--- config.mk ---
export PLATFORM = sky130hd
export DESIGN_NAME = dma_addr_seq
export DESIGN_NICKNAME = d
export VERILOG_FILES = /design/src/rtl/dma_addr_pkg.sv /design/src/rtl/dma_addr_chan.sv /design/src/rtl/dma_xfer_ctl.sv /design/src/rtl/dma_addr_seq.sv
export SDC_FILE = /design/constraint.sdc
export NUM_CORES = 1
export LEC_CHECK = 0
export ABC_AREA = 1
export BUFFER_PORTS_ARGS = -buffer_cell sky130_fd_sc_hd__buf_2
export CORE_ASPECT_RATIO = 0.75
export CORE_MARGIN = 4
export CORE_UTILIZATION = 49
export CTS_BUF_LIST = sky130_fd_sc_hd__clkbuf_2
export CTS_CLUSTER_SIZE = 28
export DETAILED_ROUTE_END_ITERATION = 8
export PLACE_DENSITY = 0.76
export SYNTH_ARGS = -nofsm -noshare
export SYNTH_HDL_FRONTEND = slang
export SYNTH_SLANG_ARGS = --single-unit
--- constraint.sdc ---
create_clock -name clk_i -period 3.95 [get_ports clk_i]
set_clock_uncertainty 0.05 [all_clocks]
set_input_delay 0 -clock clk_i [delete_from_list [all_inputs] [get_ports clk_i]]
set_output_delay 0 -clock clk_i [all_outputs]
set_load 0.02 [all_outputs]
--- src/rtl/dma_addr_pkg.sv ---
package dma_addr_pkg;
  typedef enum logic [1:0] {DIR_FIX = 2'd0, DIR_INC = 2'd1, DIR_DEC = 2'd2, DIR_ROT = 2'd3} dir_e;

  function automatic dir_e dec_dir(input logic [2:0] code);
    return code[2] ? DIR_FIX : dir_e'(code[1:0]);
  endfunction

  function automatic logic [2:0] size_step(input logic [2:0] code);
    case (code)
      3'd1:    return 3'd2;
      3'd2:    return 3'd4;
      default: return 3'd1;
    endcase
  endfunction

  function automatic logic [2:0] op_clamp(input logic [3:0] code);
    return code[3] ? 3'd7 : code[2:0];
  endfunction
endpackage

--- src/rtl/dma_addr_chan.sv ---
module dma_addr_chan
  import dma_addr_pkg::*;
#(
  parameter int AW = 32
) (
  input  logic          clk_i,
  input  logic          rst_ni,
  input  logic          load_i,
  input  logic [AW-1:0] start_addr_i,
  input  dir_e          dir_i,
  input  logic [2:0]    step_i,
  input  logic          adv_i,
  input  logic          op_end_i,
  output logic [AW-1:0] addr_o
);
  logic [AW-1:0] addr_q, base_q, step_ext;

  assign step_ext = AW'(step_i);

  always_ff @(posedge clk_i or negedge rst_ni) begin
    if (!rst_ni) begin
      addr_q <= '0;
      base_q <= '0;
    end else if (load_i) begin
      addr_q <= start_addr_i;
      base_q <= start_addr_i;
    end else if (adv_i) begin
      unique case (dir_i)
        DIR_INC: addr_q <= addr_q + step_ext;
        DIR_DEC: addr_q <= addr_q - step_ext;
        DIR_ROT: addr_q <= op_end_i ? base_q : addr_q + step_ext;
        default: addr_q <= addr_q;
      endcase
    end
  end

  assign addr_o = addr_q;

  p_fixed_hold_r6: assert property (@(posedge clk_i) disable iff (!rst_ni)
    adv_i && !load_i && dir_i == DIR_FIX |=> $stable(addr_o));
  p_rotate_reload_r7: assert property (@(posedge clk_i) disable iff (!rst_ni)
    adv_i && !load_i && op_end_i && dir_i == DIR_ROT |=> addr_o == base_q);
endmodule

--- src/rtl/dma_xfer_ctl.sv ---
module dma_xfer_ctl #(
  parameter int CW      = 24,
  parameter int OPC_MAX = 7
) (
  input  logic          clk_i,
  input  logic          rst_ni,
  input  logic          start_i,
  input  logic [CW-1:0] byte_cnt_i,
  input  logic [2:0]    step_i,
  input  logic [2:0]    op_code_i,
  input  logic          nonstop_i,
  input  logic          ack_i,
  output logic          busy_o,
  output logic          load_o,
  output logic          fire_o,
  output logic          op_end_o,
  output logic          xfer_end_o
);
  localparam int IW = OPC_MAX;

  logic          busy_q;
  logic [CW-1:0] cnt_q, step_ext;
  logic [IW-1:0] item_q;
  logic [IW:0]   op_len_m1;
  logic          op_bound;

  assign step_ext   = CW'(step_i);
  assign load_o     = start_i && !busy_q && byte_cnt_i != '0;
  assign fire_o     = busy_q && ack_i;
  assign op_len_m1  = (IW+1)'((IW+1)'(1) << op_code_i) - (IW+1)'(1);
  assign op_bound   = !nonstop_i && item_q == op_len_m1[IW-1:0];
  assign xfer_end_o = fire_o && cnt_q <= step_ext;
  assign op_end_o   = fire_o && (op_bound || xfer_end_o);

  always_ff @(posedge clk_i or negedge rst_ni) begin
    if (!rst_ni) begin
      busy_q <= 1'b0;
      cnt_q  <= '0;
      item_q <= '0;
    end else if (load_o) begin
      busy_q <= 1'b1;
      cnt_q  <= byte_cnt_i;
      item_q <= '0;
    end else if (fire_o) begin
      item_q <= op_end_o ? '0 : item_q + 1'b1;
      if (xfer_end_o) begin
        busy_q <= 1'b0;
        cnt_q  <= '0;
      end else begin
        cnt_q <= cnt_q - step_ext;
      end
    end
  end

  assign busy_o = busy_q;

  p_item_in_range_r8: assert property (@(posedge clk_i) disable iff (!rst_ni)
    busy_q && !nonstop_i |-> {1'b0, item_q} <= op_len_m1);
  p_done_clears_busy_r10: assert property (@(posedge clk_i) disable iff (!rst_ni)
    xfer_end_o |=> !busy_o);
endmodule

--- src/rtl/dma_addr_seq.sv ---
module dma_addr_seq
  import dma_addr_pkg::*;
#(
  parameter int AW = 32,
  parameter int CW = 24
) (
  input  logic          clk_i,
  input  logic          rst_ni,
  input  logic          cfg_we_i,
  input  logic [31:0]   cfg_wdata_i,
  output logic [31:0]   cfg_rdata_o,
  input  logic          start_i,
  input  logic [AW-1:0] src_start_i,
  input  logic [AW-1:0] dst_start_i,
  input  logic [CW-1:0] byte_cnt_i,
  output logic          beat_req_o,
  input  logic          beat_ack_i,
  output logic [AW-1:0] src_addr_o,
  output logic [AW-1:0] dst_addr_o,
  output logic          busy_o,
  output logic          op_done_o,
  output logic          xfer_done_o,
  output logic          cfg_err_o
);
  localparam int NCH = 2;

  logic [2:0] size_q, sdir_q, ddir_q;
  logic [3:0] opc_q;
  logic       ns_q, err_q;
  logic       busy, load, fire, op_end, xfer_end;
  logic [2:0] step;
  logic       wr_ok, wr_bad;

  assign wr_ok  = cfg_we_i && !busy;
  assign wr_bad = cfg_wdata_i[6] || cfg_wdata_i[10] || cfg_wdata_i[15]
                  || cfg_wdata_i[2:0] > 3'd2;

  always_ff @(posedge clk_i or negedge rst_ni) begin
    if (!rst_ni) begin
      size_q <= '0;
      sdir_q <= '0;
      ddir_q <= '0;
      opc_q  <= '0;
      ns_q   <= 1'b0;
      err_q  <= 1'b0;
    end else if (wr_ok) begin
      size_q <= cfg_wdata_i[2:0];
      sdir_q <= cfg_wdata_i[6:4];
      ddir_q <= cfg_wdata_i[10:8];
      opc_q  <= cfg_wdata_i[15:12];
      ns_q   <= cfg_wdata_i[16];
      err_q  <= err_q | wr_bad;
    end
  end

  assign cfg_rdata_o = {15'd0, ns_q, opc_q, 1'b0, ddir_q, 1'b0, sdir_q, 1'b0, size_q};
  assign step        = size_step(size_q);

  dma_xfer_ctl #(.CW(CW), .OPC_MAX(7)) i_ctl (
    .clk_i, .rst_ni,
    .start_i, .byte_cnt_i,
    .step_i     (step),
    .op_code_i  (op_clamp(opc_q)),
    .nonstop_i  (ns_q),
    .ack_i      (beat_ack_i),
    .busy_o     (busy),
    .load_o     (load),
    .fire_o     (fire),
    .op_end_o   (op_end),
    .xfer_end_o (xfer_end)
  );

  logic [AW-1:0] ch_start [NCH];
  logic [AW-1:0] ch_addr  [NCH];
  dir_e          ch_dir   [NCH];

  assign ch_start[0] = src_start_i;
  assign ch_start[1] = dst_start_i;
  assign ch_dir[0]   = dec_dir(sdir_q);
  assign ch_dir[1]   = dec_dir(ddir_q);

  for (genvar c = 0; c < NCH; c++) begin : g_chan
    dma_addr_chan #(.AW(AW)) i_chan (
      .clk_i, .rst_ni,
      .load_i       (load),
      .start_addr_i (ch_start[c]),
      .dir_i        (ch_dir[c]),
      .step_i       (step),
      .adv_i        (fire),
      .op_end_i     (op_end),
      .addr_o       (ch_addr[c])
    );
  end

  assign src_addr_o  = ch_addr[0];
  assign dst_addr_o  = ch_addr[1];
  assign busy_o      = busy;
  assign beat_req_o  = busy;
  assign op_done_o   = op_end;
  assign xfer_done_o = xfer_end;
  assign cfg_err_o   = err_q;

  p_cfg_frozen_r3: assert property (@(posedge clk_i) disable iff (!rst_ni)
    busy_o |=> $stable(cfg_rdata_o));
  p_err_sticky_r11: assert property (@(posedge clk_i) disable iff (!rst_ni)
    cfg_err_o |=> cfg_err_o);
  p_idle_ack_r12: assert property (@(posedge clk_i) disable iff (!rst_ni)
    !busy_o && !start_i |=> $stable(src_addr_o) && $stable(dst_addr_o));
  p_done_in_busy_r10: assert property (@(posedge clk_i) disable iff (!rst_ni)
    !busy_o |-> !op_done_o && !xfer_done_o);
endmodule

==> results.rst <==
.. list-table::
   :header-rows: 1

   * - Metric
     - Value
   * - Result of the run
     - complete, no violations
   * - Most repeated library cell on the critical path
     - dlygate4sd3_1
   * - Layout cell share with drive strength beyond 1
     - 12.33%
   * - Number of cells in the design after placement
     - 2651
   * - Fmax achieved
     - 260.9 MHz
   * - Power dissipated by switching net loads
     - 2.555 mW
   * - Count of max-cap constraint violations
     - 0
   * - Area post-placement
     - 14840 sq um
   * - Cell at the root of the clock tree
     - clkbuf_2
   * - Synthesis-to-finish area growth
     - 27.18%
   * - Post-route cell area
     - 17590 sq um
   * - Largest net degree at the start of global routing
     - 104
   * - Combinational fraction of design power
     - 37.9%
   * - Tightest slew margin relative to the limit
     - 23.87%
   * - Type of the most critical hold path
     - in -> reg
   * - Core ar.
     - 27390 sq um
   * - Compound-gate portion of the synthesized area
     - 13.14%
   * - Ranking of synthesized cells by instance count
     - nand2_1 (569), inv_1 (297), nor2_1 (244), dfrtp_1 (175), o21ai_0 (165)
   * - Cell with the largest stage delay on the worst path
     - dlygate4sd3_1
   * - Number of CTS-inserted buffers
     - 17
   * - Worst Hold Slack
     - 0.1569 ns
   * - EDFF count, synth
     - 0
   * - Fraction of registers with async set or reset after synthesis
     - 100.0%
   * - Flip-flop cell with the highest count after synthesis
     - dfrtp_1
   * - Number of buffers added on ports
     - 189
   * - Final setup violation count
     - 0
   * - Sequential share of power
     - 42.4%
   * - Critical path startpoint category
     - input pin
   * - Number of design rule violations left after detail routing
     - 0
   * - Slowest cell delay on critical path
     - 0.74 ns
   * - Share of the clock period used by the worst path after layout
     - 97.04%
   * - Synthesis-stage register bit count
     - 175
   * - Crit path DAT
     - 4.56 ns
   * - Xor/xnor cell area share of the yosys netlist
     - 3.482%
   * - Number of antenna violations at the first check in global routing
     - 3
   * - Share of the synthesized area in the top cell type
     - 31.66%
   * - Routed wire length per instance
     - 16.70 um
   * - Global Route Usage Sum
     - 30.97%
   * - Die ar.
     - 31010 sq um
   * - Total leakage power
     - 8.809 nW
   * - Half-perimeter wire length after detailed placement
     - 32.33 mm
   * - Effective utilization at floorplan
     - 50.50%
   * - Type of element capturing the critical path
     - register
   * - TritonCTS Sinks
     - 175
   * - Cell type with the largest total area after synthesis
     - dfrtp_1
   * - H-tree levels
     - 4
   * - Required time of the critical path
     - 4.68 ns
   * - Number of buffers on the longest clock path
     - 2
   * - Number of optimization iterations in the first detailed-route pass
     - 7
   * - Via count
     - 15940
   * - Most frequent cell after synthesis
     - nand2_1
   * - Share of total power in the clock network
     - 19.7%
   * - Die width
     - 202.0 um
   * - CTS clk-pin slew, worst paths
     - 0.34 ns
   * - Clock tree from TritonCTS
     - yes
   * - Total overflow reported by the global router
     - 0
   * - Multiplexer area fraction after synthesis
     - 0.3256%
   * - Final Worst Setup Slack
     - 0.1168 ns
   * - Fill cell count
     - 2420
   * - Transition at the pin with the smallest max-transition slack
     - 1.138 ns
   * - Critical path class
     - in -> reg
   * - Final Power
     - 5.868 mW
   * - Drt first-iter violations
     - 1495
   * - Utilization of the core after routing
     - 64.23%
   * - Post-synthesis adder-cell area fraction
     - 2.442%
   * - Final Hold Violating Endpoints
     - 0
   * - Number of non-filler instances in the completed layout
     - 2927
   * - Top cells by area, synth
     - dfrtp_1 (32%), nand2_1 (15%), inv_1 (8.1%), nor2_1 (6.6%), o21ai_0 (6.0%)
   * - Warnings, synthesis
     - 0
   * - Pwr dens
     - 333.5 nW/um^2
   * - Number of distinct library cell variants in the gate-level netlist after synthesis
     - 50
   * - Combinational family with the most area after synthesis
     - simple AND/OR/NAND/NOR gates
   * - Number of top-level pins
     - 226
   * - Mean Syn Cell Area
     - 6.372 sq um
   * - Site Rows
     - 52
   * - Final WL
     - 48.87 mm
   * - Minimum setup slack after placement
     - 0.3694 ns
   * - List of cells traversed by the critical path
     - dlygate4sd3_1, buf_2, dlygate4sd3_1, inv_1, nand3_1, nor4_1, nand2_1, nand2_4, dlygate4sd3_1, nand2_1, buf_4, clkinvlp_4, nor3_1, o22ai_1, nand2_1, dlygate4sd3_1
   * - Switch share
     - 43.54%
   * - Number of nets with antenna violations after routing
     - 0
   * - Time the worst path needs with I/O delays and setup
     - 3.833 ns
   * - Wire length of the first global-routing pass
     - 79.22 mm
   * - Worst vdd ir
     - 0.1920 mV
   * - Die boundary height
     - 153.5 um
   * - Total number of nets in the final design
     - 2682
   * - Fraction of the mapped netlist area in simple logic gates
     - 35.95%
   * - Part of the Yosys area used for sequential elements
     - 31.66%
   * - Netlist Area Pre-Place
     - 13830 sq um
   * - Via count of the first global-routing pass
     - 15440
   * - Critical Path Fanout Max
     - 25
   * - Number of standard cells after synthesis
     - 2171
   * - Max-slew violations
     - 0
   * - Insertion delay of the later-clocked pin in the worst-skew pair
     - 0.84 ns
   * - Vias per inst
     - 5.444
   * - GPL Wtd Cong
     - 0.9680
   * - Cell-internal power
     - 3.313 mW
   * - Setup TNS
     - 0 ns
-- kinds of logic (layout without fill, tap and decap cells) --
| logic type | after synthesis | count (layout) |
|---|---|---|
| flops | 175 | 175 |
| simple gates | 1141 | 1141 |
| buf+inv | 431 | 789 |
| xor+xnor | 55 | 55 |
| mux | 4 | 4 |
| other cells | 1 | 21 |
| fa+ha+maj | 24 | 24 |
| compound gates | 340 | 340 |
-- worst paths after layout --
check / startpoint / endpoint / slack [ns] / cells past startpoint
min: byte_cnt_i[17] / i_ctl.cnt_q[17] / 0.16 / 5
min in group asynchronous: rst_ni / i_ctl.cnt_q[8] / 0.21 / 4
max: byte_cnt_i[1] / i_ctl.cnt_q[14] / 0.12 / 16
max in group asynchronous: rst_ni / g_chan[0].i_chan.base_q[25] / 3.11 / 4
min reg2reg: g_chan[0].i_chan.base_q[25] / g_chan[0].i_chan.base_q[25] / 0.47 / 2
max reg2reg: size_q[1] / i_ctl.cnt_q[20] / 0.27 / 19
-- placed cells by master, fill, tap and decap left out, types with 8 or more instances in the layout --
cell type / count
dfrtp_1: 175
nand2_2: 11
xor2_1: 51
inv_1: 294
ha_1: 19
nor2_2: 10
o21ai_0: 165
buf_2: 188
inv_2: 14
conb_1: 18
nand2_1: 565
o22ai_1: 9
o21ai_1: 15
buf_4: 16
nor2_1: 244
nor3_1: 41
o221ai_1: 8
clkbuf_2: 17
a21oi_1: 113
nor4_1: 12
nand3_1: 164
nand4_1: 58
or2_2: 8
dlygate4sd3_1: 240
-- power groups by stage --
stage / sequential (mW) / combinational (mW) / clock [mW]
3_3_place_gp: 2.48 / 1.92 / 0
2_1_floorplan: 2.43 / 1.44 / 0
5_1_grt: 2.52 / 2.49 / 1.25
3_5_place_dp: 2.50 / 1.97 / 0
6_report: 2.49 / 2.23 / 1.16
4_1_cts: 2.46 / 2.16 / 1.18
-- cell type report --
| class | count | area, sq um | area share (%) |
|---|---|---|---|
| tap | 378 | 473.0 | 2.688 |
| multi-input combinational | 1582 | 7752 | 44.07 |
| inverter | 310 | 1167 | 6.635 |
| sequential | 175 | 4379 | 24.89 |
| clock inverter | 15 | 206.4 | 1.173 |
| antenna | 3 | 7.507 | 0.04267 |
| timing repair buffer | 447 | 3522 | 20.02 |
| clock buffer | 17 | 85.08 | 0.4836 |
-- flip-flops by register name, indices dropped and copies added (netlist names), 3 cells and up --
name and flops:
i_ctl.cnt_q 24, g_chan.i_chan.base_q 64, ddir_q 3, sdir_q 3
size_q 3, i_ctl.item_q 7, opc_q 4, g_chan.i_chan.addr_o 64
-- worst max-delay path, delay by kind of cell --
kind	cells	cell delay (ns)
and+or+nand+nor	7	1.08
buffers and inverters	8	3.29
AOI/OAI and AO/OA	1	0.17
-- timing repair --
item                                   4_1_cts  5_1_grt
buffers inserted                             0        0
hold buffers                               241        0
resized for setup                            0        6
setup endpoints to repair                    0       17
endpoints found under the hold margin      350        0
-- metal layers --
metal	routed length (um)	track usage, %	vias to the layer above
li1	-	-	7639
met1	20990	42.18	7292
met2	22050	49.24	835
met3	3988	5.643	170
met4	1846	12.20	0
met5	0	0	-
No activity file was read; power rests on OpenSTA's default activity.
